==> src/rtl/ctl_seq_pkg.sv <==
package ctl_seq_pkg;

   localparam int unsigned ST_W   = 3;
   localparam int unsigned NUM_ST = 7;

   typedef enum logic [ST_W-1:0] {
      ST_F1 = 3'b000,
      ST_F2 = 3'b011,
      ST_F3 = 3'b001,
      ST_E1 = 3'b010,
      ST_E2 = 3'b100,
      ST_E3 = 3'b110,
      ST_E4 = 3'b111,
      ST_NA = 3'b101
   } seq_st_e;

   // Position of each state in the walk order, used for strobe layout.
   function automatic seq_st_e st_at(input int unsigned idx);
      case (idx)
         0:       st_at = ST_F1;
         1:       st_at = ST_F2;
         2:       st_at = ST_F3;
         3:       st_at = ST_E1;
         4:       st_at = ST_E2;
         5:       st_at = ST_E3;
         default: st_at = ST_E4;
      endcase
   endfunction

endpackage

==> src/rtl/ctl_seq_match.sv <==
module ctl_seq_match
   import ctl_seq_pkg::*;
#(
   parameter bit XOR_FORM = 1'b1
) (
   input  seq_st_e          st,
   input  logic [ST_W-1:0]  cls,
   output logic             hit
);
   generate
      if (XOR_FORM) begin : g_xor
         logic cont;
         assign cont = |(st ^ cls);
         assign hit  = ~cont;
      end else begin : g_eq
         assign hit = (st == cls);
      end
   endgenerate
endmodule

==> src/rtl/ctl_seq_next.sv <==
module ctl_seq_next
   import ctl_seq_pkg::*;
(
   input  seq_st_e  st,
   input  logic     hit,
   output seq_st_e  nxt,
   output logic     last
);
   always_comb begin
      nxt  = ST_F1;
      last = 1'b0;
      case (st)
         ST_F1: nxt = ST_F2;
         ST_F2: nxt = ST_F3;
         ST_F3: begin
            last = hit;
            nxt  = hit ? ST_F1 : ST_E1;
         end
         ST_E1: begin
            last = hit;
            nxt  = hit ? ST_F1 : ST_E2;
         end
         ST_E2: begin
            last = hit;
            nxt  = hit ? ST_F1 : ST_E3;
         end
         ST_E3: begin
            last = hit;
            nxt  = hit ? ST_F1 : ST_E4;
         end
         ST_E4: begin
            last = 1'b1;
            nxt  = ST_F1;
         end
         default: begin
            last = 1'b0;
            nxt  = ST_F1;
         end
      endcase
   end
endmodule

==> src/rtl/ctl_seq_decode.sv <==
module ctl_seq_decode
   import ctl_seq_pkg::*;
#(
   parameter int unsigned STROBE_W = NUM_ST
) (
   input  seq_st_e              st,
   output logic [STROBE_W-1:0]  strobe
);
   generate
      for (genvar i = 0; i < STROBE_W; i++) begin : g_strb
         localparam seq_st_e CODE = st_at(i);
         assign strobe[i] = (st == CODE);
      end
   endgenerate
endmodule

==> src/rtl/ctl_seq_top.sv <==
module ctl_seq_top
   import ctl_seq_pkg::*;
#(
   parameter bit          XOR_FORM = 1'b1,
   parameter int unsigned STROBE_W = 7
) (
   input  logic                 clk,
   input  logic                 rst,
   input  logic [2:0]           i_cls,
   output logic [2:0]           o_state,
   output logic [STROBE_W-1:0]  o_strobe,
   output logic                 o_last
);
   initial begin : param_check
      assert (STROBE_W == NUM_ST)
         else $error("STROBE_W must equal the number of states");
      assert (ST_W == 3)
         else $error("state width must be 3");
   end

   seq_st_e st_q;
   seq_st_e st_d;
   logic    hit;
   logic    last;

   ctl_seq_match #(.XOR_FORM(XOR_FORM)) u_match (
      .st  (st_q),
      .cls (i_cls),
      .hit (hit)
   );

   ctl_seq_next u_next (
      .st   (st_q),
      .hit  (hit),
      .nxt  (st_d),
      .last (last)
   );

   ctl_seq_decode #(.STROBE_W(STROBE_W)) u_dec (
      .st     (st_q),
      .strobe (o_strobe)
   );

   always_ff @(posedge clk) begin
      if (rst) st_q <= ST_F1;
      else     st_q <= st_d;
   end

   assign o_state = st_q;
   assign o_last  = last;

   // reset lands in first fetch
   assert_reset_f1_R1: assert property (@(posedge clk)
      rst |=> (o_state == 3'b000));

   // fetch steps ignore the class
   assert_fetch_walk_R2: assert property (@(posedge clk) disable iff (rst)
      (o_state == 3'b000) |=> (o_state == 3'b011));
   assert_fetch_f3_R2: assert property (@(posedge clk) disable iff (rst)
      (o_state == 3'b011) |=> (o_state == 3'b001));

   // final cycle of the class returns to first fetch
   assert_last_return_R5: assert property (@(posedge clk) disable iff (rst)
      o_last |=> (o_state == 3'b000));

   // execute 1 advances when the class does not end there
   assert_advance_e1_R4: assert property (@(posedge clk) disable iff (rst)
      ((o_state == 3'b010) && (i_cls != 3'b010)) |=> (o_state == 3'b100));

   // execute 4 always ends the instruction
   assert_e4_exit_R6: assert property (@(posedge clk) disable iff (rst)
      (o_state == 3'b111) |=> (o_state == 3'b000));

   // exactly one strobe
   assert_strobe_onehot_R7: assert property (@(posedge clk) disable iff (rst)
      $countones(o_strobe) == 1);

   // final-cycle flag never set in the first two fetch cycles
   assert_last_fetch_R9: assert property (@(posedge clk) disable iff (rst)
      ((o_state == 3'b000) || (o_state == 3'b011)) |-> !o_last);

endmodule

==> config.mk <==
export PLATFORM = sky130hd
export DESIGN_NAME = ctl_seq_top
export DESIGN_NICKNAME = d
export VERILOG_FILES = /design/src/rtl/ctl_seq_pkg.sv /design/src/rtl/ctl_seq_match.sv /design/src/rtl/ctl_seq_next.sv /design/src/rtl/ctl_seq_decode.sv /design/src/rtl/ctl_seq_top.sv
export SDC_FILE = /design/constraint.sdc
export NUM_CORES = 1
export LEC_CHECK = 0
export BUFFER_PORTS_ARGS = -buffer_cell sky130_fd_sc_hd__buf_2
export CORE_AREA = 2 2 39 41
export DETAILED_ROUTE_END_ITERATION = 16
export DIE_AREA = 0 0 41 43
export GPL_ROUTABILITY_DRIVEN = 0
export PLACE_DENSITY = 0.5
export SLEW_MARGIN = 15
export SYNTH_ARGS = -nofsm -noshare
export SYNTH_HDL_FRONTEND = slang
export SYNTH_SLANG_ARGS = --single-unit
==> constraint.sdc <==
create_clock -name clk -period 1.4 [get_ports clk]
set_clock_uncertainty 0.2 [all_clocks]
set_input_delay 0.21 -clock clk [delete_from_list [all_inputs] [get_ports clk]]
set_output_delay 0.21 -clock clk [all_outputs]
set_load 0.02 [all_outputs]
# Word-level counts from Yosys, hierarchy flattened
# Cells that the tools add are included.
dict set report word_totals {
  reg_bits 3
  input_bits 5
  elab_cells 18
}
dict set report classes {
  n_eq_ne 6
  mux 6
  n_bitwise 2
  n_reduce_logical 3
}
# operator count
set ops {}
lappend ops {{$pmux W3 S6} 1}
lappend ops {{$eq A3 B3 Y1 const B} 3}
lappend ops {{$mux W3} 3}
lappend ops {{$eq A3 B2 Y1 const B} 2}
lappend ops {{$reduce_or A4 Y1} 1}
lappend ops {{$eq A3 B1 Y1 const B} 1}
lappend ops {{$logic_not A3 Y1} 1}
lappend ops {{$reduce_or A3 Y1} 1}
lappend ops {{$xor A3 B3 Y3} 1}
lappend ops {{$mux W2} 1}
lappend ops {{$pmux W1 S2} 1}
lappend ops {{$not A1 Y1} 1}

# Longest topological paths before layout
dict set report depth {
  ltp_word 4
  depth_mapped 4
}

# Cells and area by module
# From an unflattened synthesis, not the netlist that was laid out.
dict set report hier_totals {
  cells_unflattened 30
  hier_area_um2 271.5
}
# mod instances cells_each area_each_um2
set modules_own_cells {}
lappend modules_own_cells {ctl_seq_next 1 13 101.3}
lappend modules_own_cells {ctl_seq_top 1 6 78.8}
lappend modules_own_cells {ctl_seq_decode 1 7 55.1}
lappend modules_own_cells {ctl_seq_match 1 4 36.3}

# Worst setup path after synthesis
# OpenSTA, ideal clock, no wires.
dict set report synth_timing {
  kind {flip-flop to output port}
  start {reg st_q[0] (netlist: o_state[0])}
  end {out o_last}
  t_arrival_ns 1.384
  required_time_ns 0.990
  setup_slack_ns -0.394
  path_stages_with_launch 5
  n_path_buf 1
  cell_sequence {dfxtp_1 buf_2 and4bb_1 o21bai_1 a22oi_1}
}
dict set report synth_between {
  elab_chain_cells 4
}
# element line
set synth_rtl {}
lappend synth_rtl {{from (decl)} ctl_seq_top.sv:21} ;# seq_st_e st_q;
lappend synth_rtl {{from (signal assigned)} ctl_seq_top.sv:46} ;# else st_q <= st_d;
lappend synth_rtl {{parallel branches: the longest is 3 deep, another holds $reduce_or A4 Y1} n/a}
lappend synth_rtl {{$pmux W1 S2 (*)} ctl_seq_next.sv:12} ;# case (st)
lappend synth_rtl {{to (decl)} ctl_seq_top.sv:12} ;# output logic o_last
# Mark *: on every way between the ends.

# Final worst setup path
# Ends and elaborated chain as after synthesis.

==> flow_metrics.env <==
export IMPL_clock_root_buffer="clkbuf_4"
export IMPL_clock_path_buffers=2
export IMPL_critPathKind="flip-flop to primary output"
export IMPL_critPathLaunch="o_state[0]$_SDFF_PP0_"
export IMPL_cap_violations=0
export IMPL_rsz0062_at_grt="true"
export IMPL_crit_required_ns=0.99
export IMPL_largest_reg_flops=3
export IMPL_hpwlAfterDp_microns=731.5
export IMPL_synth_area_leader_cell="dfxtp_1"
export IMPL_async_reset_ff_share_pct=0
export IMPL_grt_pass1_vias=360
export IMPL_layout_nets=79
export IMPL_grt_pass1_wl_microns=1545
export IMPL_hold_violations=0
export IMPL_drv_slew=0
export IMPL_synth_distinct_cells=23
export IMPL_synth_common_cells="a21oi_1, and3_1, dfxtp_1, nor3_1, o21ai_0"
export IMPL_fin_area_sq_um=695.7
export IMPL_p_per_area_mw_per_mm2=1223
export IMPL_cpMaxStageDelayCell="dfxtp_4"
export IMPL_netlist_area_sq_um=292.8
export IMPL_fmax_mhz=598.3
export IMPL_ys_seq_area_share_pct=20.51
export IMPL_die_h_microns=43
export IMPL_worstSkewPairLatency_ns=0.23
export IMPL_path_cells="and4bb_2 > o21bai_1 > a22oi_2 > buf_6"
export IMPL_drt_iter0_drc=12
export IMPL_start_util_pct=21.16
export IMPL_ant_nets=0
export IMPL_htreeDepth=1
export IMPL_worst_slack_ns=-0.2715
export IMPL_wirelength_microns=1039
export IMPL_avgSynthCellArea_sq_um=7.705
export IMPL_critPathLaunchType="flip-flop"
export IMPL_vias_per_cell=4.831
export IMPL_ys_ff_latch=3
export IMPL_cp_max_fo=4
export IMPL_dp_cells=81
export IMPL_die_x_microns=41
export IMPL_vias=430
export IMPL_synthCells=38
export IMPL_violations="negative setup slack"
export IMPL_clk_pin_slew_worst_paths_ns=0.04
export IMPL_rows=14
export IMPL_io_buffers=15
export IMPL_cts_tree="done"
export IMPL_min_period_over_period_pct=119.4
export IMPL_drc=0
export IMPL_yosysWarnings=0
export IMPL_firstDrtPassIters=3
export IMPL_n_fill_cell=146
export IMPL_wl_per_cell_microns=11.67
export IMPL_die_area_sq_mm=0.001763
export IMPL_synth_top_flop_cell="dfxtp_1"
export IMPL_r2r_start="o_state[1]$_SDFF_PP0_"
export IMPL_io_pins=16
export IMPL_status="finished, violations left"
export IMPL_cts_buffers=3
export IMPL_dpl_cell_area_sq_um=519.2
export IMPL_clock_sinks=3
export IMPL_crit_arrival_ns=1.26
export IMPL_antenna_found_initial=0
export IMPL_grt_max_degree=8
export IMPL_synthDominantCellAreaShare_pct=20.51
export IMPL_min_period_ns=1.671
export IMPL_peakVddDrop_uv=573.8
export IMPL_drive_gt1_share_pct=71.23
export IMPL_max_stage_delay_ns=0.35
export IMPL_crit_path_end_kind="primary output"
export IMPL_diodes=0
export IMPL_worstMarginPinSlew_ns=0.2781
export IMPL_relSlewSlack_pct=81.44
export IMPL_synth_edf_count=0
export IMPL_path_delay_family="flip-flops"
export IMPL_critPathBufInv=1
export IMPL_design_core_area_sq_mm=0.001384
export IMPL_setup_viol=8
export IMPL_synth_net_count=43
export IMPL_hp_start="i_cls[1]"
export IMPL_instances_no_fill=89
export IMPL_overflow=0
export IMPL_power_leakage_nw=0.3300
export IMPL_grt_util_all_layers_pct=13.03
export IMPL_hold_ws_ns=0.1481
export IMPL_areaGrowthSynthToFinish_pct=137.6
export IMPL_hp_class="input pin to flip-flop"
export IMPL_synthTopCellsByArea="dfxtp_1, and3_1, a21oi_1, nor3_1, o21ai_0"
where the power goes:
| group | total [W] | internal (W) | switching (W) |
|---|---|---|---|
| Clock | 0.000153 | 0.000107 | 0.0000461 |
| Sequential | 0.000134 | 0.000110 | 0.0000234 |
| Combinational | 0.000564 | 0.000293 | 0.000271 |
| Total | 0.000851 | 0.000510 | 0.000341 |
metrics by stage:
| stage | utilization [%] | setup TNS (ns) | setup WS [ns] | power, W |
|---|---|---|---|---|
| finish | 50.27 | -1.347 | -0.2715 | 0.0008506 |
| global route | 50.27 | -1.713 | -0.3348 | 0.0009051 |
| CTS | 45.03 | -1.342 | -0.2740 | 0.0007652 |
| detailed placement | 37.52 | -0.1427 | -0.1018 | 0.0005468 |
| global placement | 37.52 | -0.1045 | -0.07111 | 0.0005455 |
| floorplan | - | -0.08388 | -0.06301 | 0.0003727 |
what timing repair did:
action / in CTS / in global routing
pin swaps: 3 / 2
buffers inserted: 1 / 2
hold buffers: 1 / 0
hold endpoints to repair: 2 / 0
resized for setup: 17 / 15
endpoints found under the setup margin: 9 / 9
cells by family after synthesis:
kind of cell	after synthesis	synth area share, %
AND/OR/NAND/NOR	18	41.88
buffers and inverters	4	5.984
flip-flops	3	20.51
AO/OA/AOI/OAI	11	25.64
XOR/XNOR	2	5.984
metal layers:
metal	part of all wire (%)	track usage, %	wire length, microns	up-vias
met1	43	16.93	449	202
met5	0	0	0	-
met3	5.7	6.283	59	0
met4	0	4.000	0	0
li1	-	-	-	217
met2	51	18.44	529	11
cell type report:
class | count | area (sq um) | area share [%]
Clock buffer | 4 | 26.28 | 3.777
Inverter | 2 | 10.01 | 1.439
Multi-Input combinational cell | 31 | 291.5 | 41.91
Sequential cell | 3 | 68.82 | 9.892
Tap cell | 16 | 20.02 | 2.878
Timing Repair Buffer | 33 | 279.0 | 40.11
cell usage in the layout, fill, tap and decap left out, types with 2 or more instances in the layout:
cell type,synthesis,routed
nor3_4,0,3
buf_2,2,8
a21oi_1,3,2
and3b_2,1,2
buf_4,0,12
and3_1,3,3
dfxtp_4,0,2
clkbuf_4,0,3
o21ai_0,3,3
buf_6,0,11
nand2b_1,2,2
final timing paths:
| check | end | slack, ns | cells past startpoint |
|---|---|---|---|
| setup / recovery | o_last | -0.27 | 4 |
| hold / removal | o_state[2]$_SDFF_PP0_ | 0.15 | 3 |
| setup reg to reg | o_state[2]$_SDFF_PP0_ | 0.02 | 5 |
| hold reg to reg | o_state[0]$_SDFF_PP0_ | 0.46 | 3 |
tightest hold or removal path: stages:
cell,delay (ns)
buf_2,0.15
buf_4,0.13
a2111oi_2,0.05
(Power assumes the default switching activity.)
